===== config.mk =====
export PLATFORM = sky130hd
export DESIGN_NAME = serialFrameTx
export DESIGN_NICKNAME = d
export VERILOG_FILES = /design/src/rtl/serTxPkg.sv /design/src/rtl/serTxCtrl.sv /design/src/rtl/serTxData.sv /design/src/rtl/serialFrameTx.sv
export SDC_FILE = /design/constraint.sdc
export NUM_CORES = 1
export LEC_CHECK = 0
export BUFFER_PORTS_ARGS = -buffer_cell sky130_fd_sc_hd__buf_2
export CELL_PAD_IN_SITES_DETAIL_PLACEMENT = 1
export CELL_PAD_IN_SITES_GLOBAL_PLACEMENT = 2
export CORE_ASPECT_RATIO = 1.1
export CORE_UTILIZATION = 31
export CTS_CLUSTER_DIAMETER = 100
export CTS_CLUSTER_SIZE = 20
export DETAILED_ROUTE_END_ITERATION = 10
export GPL_ROUTABILITY_DRIVEN = 0
export PLACE_DENSITY_LB_ADDON = 0.08
export RECOVER_POWER = 25
export SLEW_MARGIN = 20
export SYNTH_ARGS = -nofsm -noshare
export SYNTH_HDL_FRONTEND = slang
export SYNTH_SLANG_ARGS = --single-unit
export TNS_END_PERCENT = 5

===== constraint.sdc =====
create_clock -name clk -period 2.58 [get_ports clk]
set_input_delay 0.774 -clock clk [delete_from_list [all_inputs] [get_ports clk]]
set_output_delay 0.774 -clock clk [all_outputs]
set_load 0.005 [all_outputs]

===== src/rtl/serTxPkg.sv =====
package serTxPkg;
  localparam int MODE_W = 8;
  localparam int CHAR_W = 8;

  typedef enum logic [1:0] {
    LINE_MARK,
    LINE_START,
    LINE_DATA,
    LINE_PARITY
  } lineSel_e;

  typedef enum logic [2:0] {
    ST_IDLE,
    ST_START,
    ST_DATA,
    ST_PARITY,
    ST_STOP
  } txState_e;

  typedef struct packed {
    logic     load;
    logic     shift;
    lineSel_e lineSel;
  } txStrobe_t;
endpackage


===== src/rtl/serTxCtrl.sv =====
module serTxCtrl
  import serTxPkg::*;
#(
  parameter int MID_FACTOR  = 16,
  parameter int HIGH_FACTOR = 64
) (
  input  logic              clk,
  input  logic              rstN,
  input  logic              tickEn,
  input  logic [MODE_W-1:0] modeByte,
  input  logic              txEnable,
  input  logic              holdFull,
  output txStrobe_t         strobe,
  output logic              ctrlIdle
);
  localparam int CNT_W = $clog2(2 * HIGH_FACTOR + 1);

  txState_e         state;
  logic [CNT_W-1:0] tickCnt;
  logic [2:0]       bitIdx;
  logic [CNT_W-1:0] bitTicks;
  logic [CNT_W-1:0] stopTicks;
  logic [CNT_W-1:0] curLen;
  logic [2:0]       lastIdx;
  logic             bitDone;
  logic             canLoad;

  always_comb begin
    case (modeByte[1:0])
      2'b10:   bitTicks = CNT_W'(MID_FACTOR);
      2'b11:   bitTicks = CNT_W'(HIGH_FACTOR);
      default: bitTicks = CNT_W'(1);
    endcase
    case (modeByte[7:6])
      2'b10:   stopTicks = (bitTicks == CNT_W'(1)) ? CNT_W'(2)
                                                  : bitTicks + (bitTicks >> 1);
      2'b11:   stopTicks = bitTicks << 1;
      default: stopTicks = bitTicks;
    endcase
  end

  assign curLen  = (state == ST_STOP) ? stopTicks : bitTicks;
  assign bitDone = tickEn && (tickCnt == curLen - CNT_W'(1));
  assign lastIdx = 3'(3'd4 + {1'b0, modeByte[3:2]});
  assign canLoad = holdFull && txEnable;

  always_ff @(posedge clk) begin
    if (!rstN) begin
      state   <= ST_IDLE;
      tickCnt <= '0;
      bitIdx  <= '0;
    end else begin
      case (state)
        ST_IDLE: begin
          tickCnt <= '0;
          if (canLoad) state <= ST_START;
        end
        ST_START: begin
          if (bitDone) begin
            state   <= ST_DATA;
            bitIdx  <= '0;
            tickCnt <= '0;
          end else if (tickEn) begin
            tickCnt <= tickCnt + CNT_W'(1);
          end
        end
        ST_DATA: begin
          if (bitDone) begin
            tickCnt <= '0;
            if (bitIdx == lastIdx) state <= modeByte[4] ? ST_PARITY : ST_STOP;
            else bitIdx <= bitIdx + 3'd1;
          end else if (tickEn) begin
            tickCnt <= tickCnt + CNT_W'(1);
          end
        end
        ST_PARITY: begin
          if (bitDone) begin
            state   <= ST_STOP;
            tickCnt <= '0;
          end else if (tickEn) begin
            tickCnt <= tickCnt + CNT_W'(1);
          end
        end
        ST_STOP: begin
          if (bitDone) begin
            tickCnt <= '0;
            state   <= canLoad ? ST_START : ST_IDLE;
          end else if (tickEn) begin
            tickCnt <= tickCnt + CNT_W'(1);
          end
        end
        default: state <= ST_IDLE;
      endcase
    end
  end

  always_comb begin
    strobe.load  = canLoad && ((state == ST_IDLE) || (state == ST_STOP && bitDone));
    strobe.shift = (state == ST_DATA) && bitDone;
    case (state)
      ST_START:  strobe.lineSel = LINE_START;
      ST_DATA:   strobe.lineSel = LINE_DATA;
      ST_PARITY: strobe.lineSel = LINE_PARITY;
      default:   strobe.lineSel = LINE_MARK;
    endcase
  end

  assign ctrlIdle = (state == ST_IDLE);

  AST_NO_START_DISABLED: assert property (@(posedge clk) disable iff (!rstN)
    (state == ST_IDLE && !txEnable) |=> state == ST_IDLE) else $error("start while disabled");
  AST_TICK_BOUND: assert property (@(posedge clk) disable iff (!rstN)
    tickCnt < curLen) else $error("tick counter overran bit time");
  AST_TICK_HOLD: assert property (@(posedge clk) disable iff (!rstN)
    (!tickEn && state != ST_IDLE) |=> $stable(tickCnt)) else $error("timing moved without tick");
endmodule


===== src/rtl/serTxData.sv =====
module serTxData
  import serTxPkg::*;
(
  input  logic              clk,
  input  logic              rstN,
  input  txStrobe_t         strobe,
  input  logic              wrValid,
  input  logic [CHAR_W-1:0] wrData,
  input  logic [1:0]        lenSel,
  input  logic              parityEven,
  input  logic              sendBreak,
  output logic              holdFull,
  output logic              txLine
);
  logic [CHAR_W-1:0] holdData;
  logic [CHAR_W-1:0] shiftReg;
  logic [CHAR_W-1:0] charMask;
  logic              parityBit;
  logic              nextParity;
  logic              frameLine;

  assign charMask   = {CHAR_W{1'b1}} >> (2'd3 - lenSel);
  assign nextParity = parityEven ? ^(holdData & charMask) : ~^(holdData & charMask);

  always_ff @(posedge clk) begin
    if (!rstN) begin
      holdData  <= '0;
      holdFull  <= 1'b0;
      shiftReg  <= '0;
      parityBit <= 1'b0;
    end else begin
      if (strobe.load) begin
        shiftReg  <= holdData;
        parityBit <= nextParity;
        holdFull  <= 1'b0;
      end else if (wrValid && !holdFull) begin
        holdData <= wrData;
        holdFull <= 1'b1;
      end
      if (strobe.shift) shiftReg <= shiftReg >> 1;
    end
  end

  always_comb begin
    case (strobe.lineSel)
      LINE_START:  frameLine = 1'b0;
      LINE_DATA:   frameLine = shiftReg[0];
      LINE_PARITY: frameLine = parityBit;
      default:     frameLine = 1'b1;
    endcase
  end

  assign txLine = sendBreak ? 1'b0 : frameLine;

  AST_LOAD_FREES_HOLD: assert property (@(posedge clk) disable iff (!rstN)
    strobe.load |=> !holdFull) else $error("holding register not freed");
  AST_FULL_WRITE_IGNORED: assert property (@(posedge clk) disable iff (!rstN)
    (holdFull && !strobe.load) |=> $stable(holdData)) else $error("write overwrote held byte");
endmodule


===== src/rtl/serialFrameTx.sv =====
module serialFrameTx
  import serTxPkg::*;
#(
  parameter int MID_FACTOR  = 16,
  parameter int HIGH_FACTOR = 64
) (
  input  logic       clk,
  input  logic       rstN,
  input  logic       tickEn,
  input  logic [7:0] modeByte,
  input  logic       txEnable,
  input  logic       sendBreak,
  input  logic       wrValid,
  input  logic [7:0] wrData,
  output logic       txReady,
  output logic       txEmpty,
  output logic       txLine
);
  txStrobe_t strobe;
  logic      holdFull;
  logic      ctrlIdle;

  serTxCtrl #(
    .MID_FACTOR (MID_FACTOR),
    .HIGH_FACTOR(HIGH_FACTOR)
  ) ctrl (
    .clk     (clk),
    .rstN    (rstN),
    .tickEn  (tickEn),
    .modeByte(modeByte),
    .txEnable(txEnable),
    .holdFull(holdFull),
    .strobe  (strobe),
    .ctrlIdle(ctrlIdle)
  );

  serTxData data (
    .clk       (clk),
    .rstN      (rstN),
    .strobe    (strobe),
    .wrValid   (wrValid),
    .wrData    (wrData),
    .lenSel    (modeByte[3:2]),
    .parityEven(modeByte[5]),
    .sendBreak (sendBreak),
    .holdFull  (holdFull),
    .txLine    (txLine)
  );

  assign txReady = !holdFull;
  assign txEmpty = !holdFull && ctrlIdle;

  AST_EMPTY_IMPLIES_READY: assert property (@(posedge clk) disable iff (!rstN)
    txEmpty |-> txReady) else $error("empty without ready");
  AST_BREAK_LOW: assert property (@(posedge clk) disable iff (!rstN)
    sendBreak |-> !txLine) else $error("break not forcing low");
  AST_IDLE_LINE_HIGH: assert property (@(posedge clk) disable iff (!rstN)
    (txEmpty && !sendBreak) |-> txLine) else $error("idle line not high");
endmodule


Word-level counts from Yosys, hierarchy flattened
Index checks and enable logic that the tools add are counted.
W data, S select, Z words.
{"block": "op_classes", "n_reduce_logical": 22, "n_shift": 1, "bitwise": 3, "mux": 26, "n_addsub": 6, "eq_ne": 22}
{"op": "$mux W8", "n": 4}
{"op": "$pmux W8 S2", "n": 2}
{"op": "$mux W3", "n": 10}
{"op": "$pmux W3 S5", "n": 1}
{"op": "$mux W7", "n": 2}
{"op": "$pmux W7 S2", "n": 1}
{"op": "$eq A2 B2 Y1 const B", "n": 6}
{"op": "$ne A2 B1 Y1 const B", "n": 6}
{"op": "$add A7 B6 Y8", "n": 1}
{"op": "$add A8 B1 Y8 const B", "n": 1}
{"op": "$and A8 B8 Y8", "n": 1}
{"op": "$eq A8 B8 Y1", "n": 1}
{"op": "$reduce_xnor A8 Y1", "n": 1}
{"op": "$reduce_xor A8 Y1", "n": 1}
{"op": "$shr A8 B2 Y8 const A", "n": 1}
{"op": "$sub A8 B1 Y8 const B", "n": 1}
{"op": "$eq A7 B1 Y1 const B", "n": 1}
{"op": "$logic_and A1 B1 Y1", "n": 7}
{"op": "$eq A3 B2 Y1 const B", "n": 2}
{"op": "$pmux W2 S3", "n": 1}
{"op": "$pmux W3 S2", "n": 1}
{"op": "$reduce_and A6 Y1", "n": 1}
{"op": "$reduce_bool A2 Y1", "n": 3}
{"op": "$reduce_and A2 Y1", "n": 2}
{"op": "other kinds (18)", "n": 22}
{"block": "word_totals", "in_bits": 22, "wordCells": 88, "reg_bits": 32, "output_inout_bits": 3}

Logic depth before layout (Yosys ltp)
{"block": "depth", "ltp_word": 14, "ltp_mapped": 13, "mapped_depth_nobuf": 10}

By module
From an unflattened synthesis, not the netlist that was laid out.
{"block": "hier_totals", "cells_unflattened": 241, "area_unflattened_um2": 1979.4}
{"module": "serTxCtrl", "area_per_inst_um2": 1124.8, "n_inst": 1, "cells_each": 148, "seq_area_each_um2": 280.3}
{"module": "serTxData", "area_per_inst_um2": 844.6, "n_inst": 1, "cells_each": 91, "seq_area_each_um2": 360.3}
{"module": "serialFrameTx", "area_per_inst_um2": 10.0, "n_inst": 1, "cells_each": 2, "seq_area_each_um2": 0.0}

Worst setup path after synthesis
No wires, ideal clock.
{"block": "synth_path", "path_type": "input to register", "startpoint": "in modeByte[7]", "endpoint": "reg ctrl.bitIdx[0]", "path_stages": 11, "path_slack_ps": -186, "setup_ps": 128, "t_required_ps": 2452, "arrival_time_ps": 2638, "n_path_buf": 1, "path_cell_list": "nand4bb_4 > buf_6 > nor2_1 > nand2_1 > ha_1 > xnor2_1 > nor3b_1 > mux2i_1 > nor4_2 > mux2i_1 > nor2_1"}
{"block": "synth_via", "elab_chain_len": 8, "elab_cells_between_ends": 10, "cone_classes": "1 x add/sub; 5 x eq/ne; 2 x mux; 2 x reduce/logical"}
{"item": "from (decl)", "line": "serialFrameTx.sv:10", "rtl": "input logic [7:0] modeByte,"}
{"item": "$eq A2 B2 Y1", "line": "serTxCtrl.sv:34", "rtl": "case (modeByte[7:6])"}
{"item": "$pmux W8 S2 (*)", "line": "serTxCtrl.sv:34"}
{"item": "$mux W8 (*)", "line": "serTxCtrl.sv:42", "rtl": "assign curLen = (state == ST_STOP) ? stopTicks : bitTicks;"}
{"item": "$sub A8 B1 Y8 (*)", "line": "serTxCtrl.sv:43", "rtl": "assign bitDone = tickEn && (tickCnt == curLen - CNT_W'(1));"}
{"item": "$eq A8 B8 Y1 (*)", "line": "serTxCtrl.sv:43"}
{"item": "$logic_and A1 B1 Y1 (*)", "line": "serTxCtrl.sv:43"}
{"item": "$ne A2 B1 Y1 (no source line)"}
{"item": "$reduce_and A4 Y1 (no source line) (*)"}
{"item": "to (signal assigned)", "line": "serTxCtrl.sv:71", "rtl": "else bitIdx <= bitIdx + 3'd1;"}
{"item": "to (decl)", "line": "serTxCtrl.sv:20", "rtl": "logic [2:0] bitIdx;"}
Every way passes the cells marked *; elsewhere a longest branch is shown, timed or not.
A chain may end at the register's enable or synchronous reset.

Worst setup path after layout
{"block": "layout_path", "startpoint": "in modeByte[1]", "endpoint": "reg ctrl.state[2]"}
{"block": "layout_via", "elab_chain_len": 11, "elab_cells_between_ends": 16, "cone_classes": "2 x add/sub; 8 x eq/ne; 4 x mux; 2 x reduce/logical"}
{"item": "$eq A2 B2 Y1", "line": "serTxCtrl.sv:29", "rtl": "case (modeByte[1:0])"}
{"item": "$pmux W7 S2 (*)", "line": "serTxCtrl.sv:29"}
{"item": "$add A7 B6 Y8 / $eq A7 B1 Y1 (equally long branches)", "line": "serTxCtrl.sv:36, serTxCtrl.sv:35"}
{"item": "$mux W8", "line": "serTxCtrl.sv:35", "rtl": "2'b10: stopTicks = (bitTicks == CNT_W'(1)) ? CNT_W'(2)"}
{"item": "$pmux W8 S2", "line": "serTxCtrl.sv:34"}
{"item": "$mux W8 (*)", "line": "serTxCtrl.sv:42"}
{"item": "$sub A8 B1 Y8 (*)", "line": "serTxCtrl.sv:43"}
{"item": "$eq A8 B8 Y1 (*)", "line": "serTxCtrl.sv:43"}
{"item": "$logic_and A1 B1 Y1 (*)", "line": "serTxCtrl.sv:43"}
{"item": "$ne A2 B1 Y1 (no source line)"}
{"item": "$reduce_and A6 Y1 (no source line) (*)"}
{"item": "to (signal assigned)", "line": "serTxCtrl.sv:70", "rtl": "if (bitIdx == lastIdx) state <= modeByte[4] ? ST_PARITY : ST_STOP;"}
{"item": "to (signal assigned)", "line": "serTxCtrl.sv:87", "rtl": "state <= canLoad ? ST_START : ST_IDLE;"}
{"item": "to (decl)", "line": "serTxCtrl.sv:18", "rtl": "txState_e state;"}
Marks and branches as above.

==> results.sh <==
export IMPL_status="finished, final reports clean"
export IMPL_ys_ff_latch=32
export IMPL_slowest_stage="or4_4"
export IMPL_antenna_found_initial=0
export IMPL_drt_iter0_drc=48
export IMPL_cts_root_buffer="clkbuf_8"
export IMPL_final_nets=297
export IMPL_cts_sinks=32
export IMPL_die_w_um=77.4
export IMPL_synth_top_flop_cell="dfxtp_1"
export IMPL_clock_path_buffers=2
export IMPL_ys_seq_area_share_pct=33.0
export IMPL_grt_pass1_wl_mm=9.11
export IMPL_postRouteAntennaNets=0
export IMPL_cap_violations=0
export IMPL_fmax_mhz=395
export IMPL_met2_usage_pct=34.1
export IMPL_async_flop_share_pct=0
export IMPL_cts_hold_buf=0
export IMPL_drive_gt1_share_pct=26.5
export IMPL_vdd_drop_max_v=0.000240
export IMPL_power_leakage_nw=0.906
export IMPL_htreeDepth=2
export IMPL_rows=29
export IMPL_powerDensity_nw_per_um2=549
export IMPL_routed_wl_mm=5.53
export IMPL_relSlewSlack_pct=62.9
export IMPL_hold_path_class="flip-flop to flip-flop"
export IMPL_drcViolationCount=0
export IMPL_place_port_buffers=24
export IMPL_coreArea_sq_um=5910
export IMPL_worstPathCellList="buf_2 > nor2b_1 > buf_4 > nand2_1 > ha_4 > xnor2_4 > nor3b_2 > mux2_4 > nand3_4 > or4_4 > a21oi_2"
export IMPL_synth_top_area_cell="dfxtp_1"
export IMPL_fp_dieArea_sq_um=6580
export IMPL_fill_cells=715
export IMPL_endpoint_kind="flip-flop"
export IMPL_met1_usage_pct=19.7
export IMPL_setup_viol=0
export IMPL_worstPathArrival_ns=2.74
export IMPL_hold_violations=0
export IMPL_synth_most_common_cell="dfxtp_1"
export IMPL_cpPeakStageDelay_ns=0.49
export IMPL_clkTransAtPathRegs_ns=0.07
export IMPL_synth_area_per_cell_sq_um=8.40
export IMPL_ys_types=48
export IMPL_critPathBufInv=2
export IMPL_setup_tns_ns=0
export IMPL_crit_fanout=6
export IMPL_dr_total_vias=1831
export IMPL_num_antenna_cells=0
export IMPL_fin_util_pct=41.0
export IMPL_place_area_sq_um=2250
export IMPL_cts_tree="yes"
export IMPL_drtPass1Iterations=4
export IMPL_synth_area_top_cells="dfxtp_1 33%, mux2i_1 6.7%, o21ai_0 6.4%"
export IMPL_yosys_warnings=0
export IMPL_design_area_sq_um=2420
export IMPL_start_kind="primary input"
export IMPL_grt_busiest_layer="met2"
export IMPL_first_global_vias=1855
export IMPL_grt_setup_unrepaired="true"
export IMPL_skew_ns=0.00494
export IMPL_synthToLayoutAreaGrowth_pct=24.9
export IMPL_required_ns=2.79
export IMPL_syn_nets=256
export IMPL_netlist_area_leader_share_pct=33.0
export IMPL_rrSetupSlack_ns=0.23
export IMPL_drv_slew=0
export IMPL_use_met3_pct=3.23
export IMPL_synthTopCellsByCount="32 x dfxtp_1, 25 x o21ai_0, 22 x nor2_1"
export IMPL_grt_max_degree=16
export IMPL_dieHeight_um=85.0
export IMPL_critPathTopFamily="simple AND/OR/NAND/NOR gates"
export IMPL_period_minus_slack_ns=2.53
export IMPL_syn_inst=231
export IMPL_initial_core_util_pct=32.8
export IMPL_min_period_over_period_pct=98.1
export IMPL_via_per_inst=5.25
export IMPL_ios=25
export IMPL_dp_cells=341
export IMPL_synth_edf_count=0
export IMPL_cts_buffers=5
export IMPL_grt_ovfl_total=0
export IMPL_drt_wirelength_per_cell_um=15.8
export IMPL_grt_use_total_pct=17.8
export IMPL_stdcell_count=349
export IMPL_clk_latency_ns=0.29
export IMPL_hpwl_mm=4.10
export IMPL_worst_slew_pin_transition_ns=0.552
export IMPL_path_class="primary input to flip-flop"
export IMPL_mappedNetlistArea_sq_um=1940
[worst register-to-register path, stage by stage, from the launching register on]
cell,delay (ns)
dfxtp_1,0.31
nand4bb_4,0.24
nor2_2,0.09
nand2_1,0.09
ha_4,0.24
xnor2_4,0.13
nor3b_2,0.20
mux2_4,0.24
nand3_4,0.10
or4_4,0.49
a21oi_2,0.14
[metal layers]
metal  part of all wire [%]  up-vias
met5                      0        -
met4                   0.72        0
met3                    2.3        5
met2                     54       28
met1                     43      882
li1                       -      916
[path summary, 6_finish.rpt]
kind	endpoint	depth (start not counted)	from
setup / recovery	ctrl.state[2]	11	modeByte[1]
hold / removal	data.shiftReg[7]	2	data.shiftReg[7]
setup reg to reg	ctrl.state[2]	10	ctrl.state[1]
hold reg to reg	data.shiftReg[7]	2	data.shiftReg[7]
[cells by family after synthesis]
kind of cell / count (synthesis) / share of synthesized area (%)
simple gates: 87 / 24.4
compound gates: 63 / 22.2
flops: 32 / 33.0
buf+inv: 18 / 4.32
mux: 15 / 8.19
xor+xnor: 13 / 5.87
fa+ha+maj: 3 / 1.93
[final cells by class]
class                      count  area, sq um  share of cell area [%]
multi-input combinational    181         1270                    52.6
clock buffer                   7         96.3                    3.98
sequential                    32          641                    26.4
inverter                       9         33.8                    1.39
timing repair buffer          43          282                    11.6
tap                           77         96.3                    3.98
[power by group]
group / internal [mW] / total, mW / switching (mW) / leakage, nW
logic: 0.161 / 0.356 / 0.195 / 0.596
clock network: 0.238 / 0.433 / 0.195 / 0.0503
registers: 0.519 / 0.541 / 0.0220 / 0.260
[metrics by stage]
| stage | power (mW) | hold WS, ns | setup slack [ns] |
|---|---|---|---|
| 2_1_floorplan | 0.781 | 0.446 | -0.177 |
| 4_1_cts | 1.35 | 0.481 | 0.00722 |
| 5_1_grt | 1.41 | 0.516 | -0.0555 |
| 3_3_place_gp | 0.901 | 0.460 | -0.303 |
| 6_report | 1.33 | 0.479 | 0.0500 |
| 3_5_place_dp | 0.902 | 0.473 | -0.394 |
[layout by cell type, fill, tap and decap left out, types with 10 or more instances in the layout]
cell     instances
a31oi_1         10
buf_2           23
buf_4           18
dfxtp_1         32
mux2i_1         13
nand2_1         19
nand3_1         18
nor2_1          21
o21ai_0         25
xnor2_1         11
[state kept, by name, indices dropped and copies added, names as in the netlist]
register and flops:
ctrl.bitIdx 3, data.holdData 8, data.holdFull 1, data.shiftReg 8
ctrl.state 3, data.parityBit 1, ctrl.tickCnt 8
[timing repair]
action / in CTS / in global routing
gates resized for setup: 7 / 3
pin swaps: 2 / 2
buffers inserted: 1 / 0
setup endpoints to repair: 8 / 17
No activity file was read; power rests on OpenSTA's default activity.
